### config.mk
export PLATFORM = sky130hd
export DESIGN_NAME = imul32
export DESIGN_NICKNAME = d
export VERILOG_FILES = /design/src/rtl/imul_pkg.sv /design/src/rtl/imul_ext.sv /design/src/rtl/imul_seq.sv /design/src/rtl/imul_core.sv /design/src/rtl/imul32.sv
export SDC_FILE = /design/constraint.sdc
export NUM_CORES = 2
export LEC_CHECK = 0
export ABC_AREA = 1
export BUFFER_PORTS_ARGS = -buffer_cell sky130_fd_sc_hd__buf_2
export CAP_MARGIN = 20
export CORE_MARGIN = 2
export CORE_UTILIZATION = 55
export DETAILED_ROUTE_END_ITERATION = 7
export HOLD_SLACK_MARGIN = 0.1
export PLACE_DENSITY = 0.76
export RECOVER_POWER = 50
export SLEW_MARGIN = 5
export SYNTH_ARGS = -nofsm -noshare
export SYNTH_HDL_FRONTEND = slang
export SYNTH_SLANG_ARGS = --single-unit
### constraint.sdc
create_clock -name clk -period 6.8 [get_ports clk]
set_input_delay 0.68 -clock clk [delete_from_list [all_inputs] [get_ports clk]]
set_output_delay 0.68 -clock clk [all_outputs]
set_load 0.05 [all_outputs]
### src/rtl/imul_pkg.sv
package imul_pkg;

  typedef enum logic [1:0] {
    OP_LO    = 2'b00,
    OP_HI_SS = 2'b01,
    OP_HI_SU = 2'b10,
    OP_HI_UU = 2'b11
  } mul_op_e;

endpackage

### src/rtl/imul_ext.sv
module imul_ext
  import imul_pkg::*;
#(
  parameter int XLEN     = 32,
  parameter bit IS_FIRST = 1'b1
) (
  input  mul_op_e           op_i,
  input  logic [XLEN-1:0]   src_i,
  output logic [XLEN:0]     ext_o
);

  logic use_sign;

  generate
    if (IS_FIRST) begin : g_first
      // first operand is signed for every flavour except u/u
      assign use_sign = (op_i != OP_HI_UU);
    end else begin : g_second
      // second operand is signed only for s/s
      assign use_sign = (op_i == OP_HI_SS);
    end
  endgenerate

  assign ext_o = {use_sign & src_i[XLEN-1], src_i};

endmodule

### src/rtl/imul_seq.sv
module imul_seq #(
  parameter int LAT = 3
) (
  input  logic clk,
  input  logic rst,
  input  logic start_i,
  output logic accept_o,
  output logic fin_o,
  output logic busy_o
);

  localparam int CW = $clog2(LAT + 1);

  logic [CW-1:0] cnt_q;

  assign busy_o   = (cnt_q != '0);
  assign accept_o = start_i && !busy_o;
  assign fin_o    = (cnt_q == CW'(1));

  always_ff @(posedge clk) begin
    if (rst) begin
      cnt_q <= '0;
    end else if (accept_o) begin
      cnt_q <= CW'(LAT);
    end else if (busy_o) begin
      cnt_q <= cnt_q - CW'(1);
    end
  end

endmodule

### src/rtl/imul_core.sv
module imul_core
  import imul_pkg::*;
#(
  parameter int XLEN = 32
) (
  input  logic            clk,
  input  logic            rst,
  input  logic            load_i,
  input  logic            fin_i,
  input  logic            busy_i,
  input  logic            start_i,
  input  mul_op_e         op_i,
  input  logic [XLEN:0]   a_ext_i,
  input  logic [XLEN:0]   b_ext_i,
  output logic [XLEN-1:0] result_o
);

  localparam int PW = 2 * XLEN;

  logic [XLEN:0]   a_q, b_q;
  mul_op_e         op_q;
  logic [PW-1:0]   prod;

  // signed multiply of widened operands; the low PW bits are exact
  function automatic logic [PW-1:0] wide_mul(input logic [XLEN:0] a,
                                             input logic [XLEN:0] b);
    logic signed [PW-1:0] sa, sb;
    sa = PW'($signed(a));
    sb = PW'($signed(b));
    return sa * sb;
  endfunction

  function automatic logic [XLEN-1:0] pick_word(input mul_op_e op,
                                                input logic [PW-1:0] p);
    return (op == OP_LO) ? p[XLEN-1:0] : p[PW-1:XLEN];
  endfunction

  assign prod = wide_mul(a_q, b_q);

  always_ff @(posedge clk) begin
    if (rst) begin
      a_q  <= '0;
      b_q  <= '0;
      op_q <= OP_LO;
    end else if (load_i) begin
      a_q  <= a_ext_i;
      b_q  <= b_ext_i;
      op_q <= op_i;
    end
  end

  always_ff @(posedge clk) begin
    if (rst) begin
      result_o <= '0;
    end else if (fin_i) begin
      result_o <= pick_word(op_q, prod);
    end
  end

  // a start arriving while busy leaves the captured operands untouched
  a_r6_operands_held: assert property (@(posedge clk) disable iff (rst)
    (busy_i && start_i) |=> ($stable(a_q) && $stable(b_q) && $stable(op_q)));

  // the result word changes only on a finishing cycle
  a_r7_result_hold: assert property (@(posedge clk) disable iff (rst)
    !fin_i |=> $stable(result_o));

endmodule

### src/rtl/imul32.sv
module imul32
  import imul_pkg::*;
#(
  parameter int XLEN = 32,
  parameter int LAT  = 3
) (
  input  logic            clk,
  input  logic            rst,
  input  logic            start_i,
  input  logic [1:0]      op_i,
  input  logic [XLEN-1:0] src_a_i,
  input  logic [XLEN-1:0] src_b_i,
  output logic            busy_o,
  output logic            done_o,
  output logic [XLEN-1:0] result_o
);

  mul_op_e       op_sel;
  logic [XLEN:0] a_ext, b_ext;
  logic          accept, fin;

  assign op_sel = mul_op_e'(op_i);

  imul_ext #(.XLEN(XLEN), .IS_FIRST(1'b1)) ext_a_i (
    .op_i(op_sel), .src_i(src_a_i), .ext_o(a_ext));

  imul_ext #(.XLEN(XLEN), .IS_FIRST(1'b0)) ext_b_i (
    .op_i(op_sel), .src_i(src_b_i), .ext_o(b_ext));

  imul_seq #(.LAT(LAT)) seq_i (
    .clk(clk), .rst(rst), .start_i(start_i),
    .accept_o(accept), .fin_o(fin), .busy_o(busy_o));

  imul_core #(.XLEN(XLEN)) core_i (
    .clk(clk), .rst(rst), .load_i(accept), .fin_i(fin),
    .busy_i(busy_o), .start_i(start_i), .op_i(op_sel),
    .a_ext_i(a_ext), .b_ext_i(b_ext), .result_o(result_o));

  always_ff @(posedge clk) begin
    if (rst) done_o <= 1'b0;
    else     done_o <= fin;
  end

  // the last count cycle is followed by the completion pulse
  a_r5_fin_then_done: assert property (@(posedge clk) disable iff (rst)
    fin |=> done_o);

  // completion lasts a single cycle
  a_r5_done_single: assert property (@(posedge clk) disable iff (rst)
    done_o |=> !done_o);

  // an accepted start makes the unit busy on the next cycle
  a_r9_busy_after_accept: assert property (@(posedge clk) disable iff (rst)
    accept |=> busy_o);

  // reset leaves the unit idle with a cleared result
  a_r8_reset_idle: assert property (@(posedge clk)
    rst |=> (!busy_o && !done_o && result_o == '0));

endmodule

==> qor.csv <==
metric,value,unit
CTS tree,built,
Die H,290.1,µm
Inst Count DP,7278,
hold_buf cts,0,
post-synth cell types,37,
R2R Setup Slk,-0.20,ns
Crit path buffers/inverters,12,
Slowest cell on crit path,fa_1,
fin area,54770,µm²
CP Launch Type,register,
ys async rst share,0,
LEAKAGE,32.17,nW
Hold/Removal Path Class,register to register,
Final Setup Violations,31,
Worst-Margin Slew,1.457,ns
DRC,0,
Worst-Skew Late Latency,0.44,ns
Post-Synthesis Cell Area,45010,µm²
most crowded layer after global routing,met2,
WHS,0.4674,ns
Initial Utilization,0.5570,
IO Port Bufs,102,
Final Wtd Congestion,0.9713,
CTS Buffer Depth,2,
nets,7754,
"Largest stage delay, worst path",0.60,ns
R2R cell count,30,
clock slew at reported path FFs,0.10,ns
cts bufs inserted,9,
failing checks,setup timing,
area of placed instances,50270,µm²
IO Pins,103,
largest area contributor in the netlist,fa_1,
first-pass GRT wire length,224800,µm
"top cells by area, synth","fa_1 (50%), inv_1 (16%), nand2_1 (13%)",
"Seq/Total Area, Yosys",0.04581,
"Hold Vio Cnt, Final",0,
DR iter-0 viols,3587,
HPWL after DPL,117600,µm
"Largest delay share family, worst path",adder cells,
Yosys top cell area share,0.5003,
Critical R2R Launch,core_i.a_q[26]$_SDFFE_PP0P_,
syn nets,7357,
layout cells sized above 1,0.2058,
met1 global-route usage,0.4445,
core area,80810,µm²
worst reg2reg endpoint,core_i.result_o[3]$_SDFFE_PP0P_,
Max Cap Viol,0,
Post-DRT Antenna Nets,0,
number of synthesized flops with an enable pin,0,
met3 Usage GRT,0.06518,
worst vdd ir,0.0004271,V
maximum number of pins on one net before global-route repair,57,
WL per Instance,20.37,µm
WP data required,7.10,ns
Achievable Freq,142.8,MHz
synthesis warning total,0,
Post-Layout Cell Count,7417,
Avg Synthesized Cell Area,7.567,µm²
Post-Route WL,151100,µm
Hold Path Sink,core_i.result_o[4]$_SDFFE_PP0P_,
row cnt,104,
P&R area growth vs syn,21.67,%
Max Slew Vio Count,0,
TritonRoute pass-1 iters,6,
Gate Count Post-Synth,5949,
via/cell ratio,5.385,
hold path startpoint,core_i.result_o[4]$_SDFFE_PP0P_,
Slew HR,0.02776,
Die Width,290.1,µm
minimum clock period,7.000,ns
PD cells,359.8,nW/µm²
via count,39940,
crit path DAT,7.30,ns
Clock Tree Root,clkbuf_16,
Seq cells post-synth,103,
CP Capture Type,register,
met2 GRT Util,0.5725,
Setup Skew,0.03247,ns
GR Overflow Total,0,
Hold Crit Depth,2,
total power,19.71,mW
vias in the first global route,41690,
final worst slack,-0.2005,ns
Total GRT Usage,0.3456,
fin crit share,1.029,
ys flop type,dfxtp_1,
outcome,"complete, but fails checks",
htree depth,3,
Die Area,84150,µm²
clock sinks,103,
RSZ-0062 raised after global routing,true,
critical path class,register to register,
Worst Path Max Fanout,7,
initial antenna violation count,8,
[flip-flops by register name, summed over array words and instances, names as in the netlist]
name / count
seq_i.cnt_q: 2
core_i.b_q: 33
core_i.result_o: 32
done_o: 1
core_i.a_q: 33
core_i.op_q: 2
[synthesized netlist by cell type (all sizes together) (2+ instances only)]
cell type  instances
o21bai            15
fa              1125
nand3            105
o21ai            143
a31oi              2
a21oi            113
nand4             19
clkinv             2
nor4               3
buf                9
or2               10
inv             1879
nand2           1573
nor3               8
clkbuf           289
xor2               2
a211oi             2
nand3b             8
ha               214
nor2             317
xnor2              3
dfxtp            103
[cell usage in the layout, fill, tap and decap left out, types with 9 or more instances in the layout]
cell | synthesis | final
dfxtp_4 | 0 | 19
nand2_1 | 1565 | 1427
buf_4 | 0 | 395
o21ai_0 | 131 | 113
clkbuf_16 | 0 | 22
a21oi_1 | 109 | 58
ha_1 | 214 | 169
buf_8 | 0 | 10
o21bai_1 | 14 | 9
inv_1 | 1879 | 1753
nor2_1 | 304 | 228
nor2_2 | 11 | 30
nand4_1 | 19 | 19
a21oi_2 | 4 | 44
nand2_4 | 0 | 37
nand2_2 | 8 | 102
o21ai_1 | 12 | 16
clkbuf_1 | 287 | 34
a21oi_4 | 0 | 11
dfxtp_1 | 103 | 69
inv_2 | 0 | 116
dfxtp_2 | 0 | 15
buf_6 | 0 | 63
nand3_2 | 8 | 24
nand3_1 | 97 | 77
fa_1 | 1125 | 1049
o21ai_2 | 0 | 9
fa_2 | 0 | 76
buf_12 | 0 | 100
buf_2 | 5 | 69
ha_4 | 0 | 45
nor2_4 | 2 | 59
[tightest hold or removal path, stage by stage (launching register included)]
cell	delay, ns
dfxtp_1	0.32
nand2_1	0.06
a21oi_1	0.05
[through the flow]
stage                     setup slack, ns  utilization  setup TNS (ns)
after floorplan                  0.002256            -               0
after global placement            -0.3168       0.6221          -5.705
after detailed placement          -0.3556       0.6221          -7.349
after CTS                         -0.1313       0.6427          -1.764
after global routing              -0.4394       0.6777          -9.015
final                             -0.2005       0.6778          -2.912
[routing by layer]
layer	vias up	wire length (µm)
li1	17200	-
met1	19820	53840
met2	2321	70450
met3	597	16280
met4	8	10450
met5	-	55
[kinds of logic after synthesis]
family                   count (synthesis)  share of synthesized area
buffers and inverters                 2180                     0.1825
AND/OR/NAND/NOR                       2044                     0.1784
adder cells (fa/ha/maj)               1339                     0.5598
AO/OA/AOI/OAI                          278                    0.03249
flip-flops                             103                    0.04581
XOR/XNOR                                 5                  0.0009730
[where the power goes]
group	switching (mW)	internal, mW
clock	0.379	0.264
sequential	0.137	0.732
combinational	10.6	7.60
total	11.1	8.59
[what timing repair did]
| item | 4_1_cts | 5_1_grt |
|---|---|---|
| gates cloned | 3 | 14 |
| pin swaps | 102 | 258 |
| resized for setup | 292 | 591 |
| setup buffers | 28 | 78 |
| setup endpoints to repair | 32 | 32 |
[how the worst max path moves through the flow]
stage | start | end | slack, ns | cells after the start
after floorplan | core_i.a_q[32]$_SDFFE_PP0P_ | core_i.result_o[27]$_SDFFE_PP0P_ | 0.002 | 30
after global placement | core_i.a_q[10]$_SDFFE_PP0P_ | core_i.result_o[13]$_SDFFE_PP0P_ | -0.32 | 29
after detailed placement | core_i.a_q[10]$_SDFFE_PP0P_ | core_i.result_o[13]$_SDFFE_PP0P_ | -0.36 | 26
after CTS | core_i.a_q[32]$_SDFFE_PP0P_ | core_i.result_o[27]$_SDFFE_PP0P_ | -0.13 | 30
after global routing | core_i.b_q[6]$_SDFFE_PP0P_ | core_i.result_o[31]$_SDFFE_PP0P_ | -0.44 | 29
final | core_i.a_q[26]$_SDFFE_PP0P_ | core_i.result_o[3]$_SDFFE_PP0P_ | -0.20 | 30
[area by class of cell]
type	instances	area, µm²
Multi-Input combinational cell	3666	37240
Tap cell	1060	1326
Clock buffer	9	225.2
Fill cell	6128	26040
Antenna cell	6	15.01
Clock inverter	7	71.32
Sequential cell	103	2152
Timing Repair Buffer	685	6653
Inverter	1881	7091
Note: power is estimated with default switching activity, not from simulation.
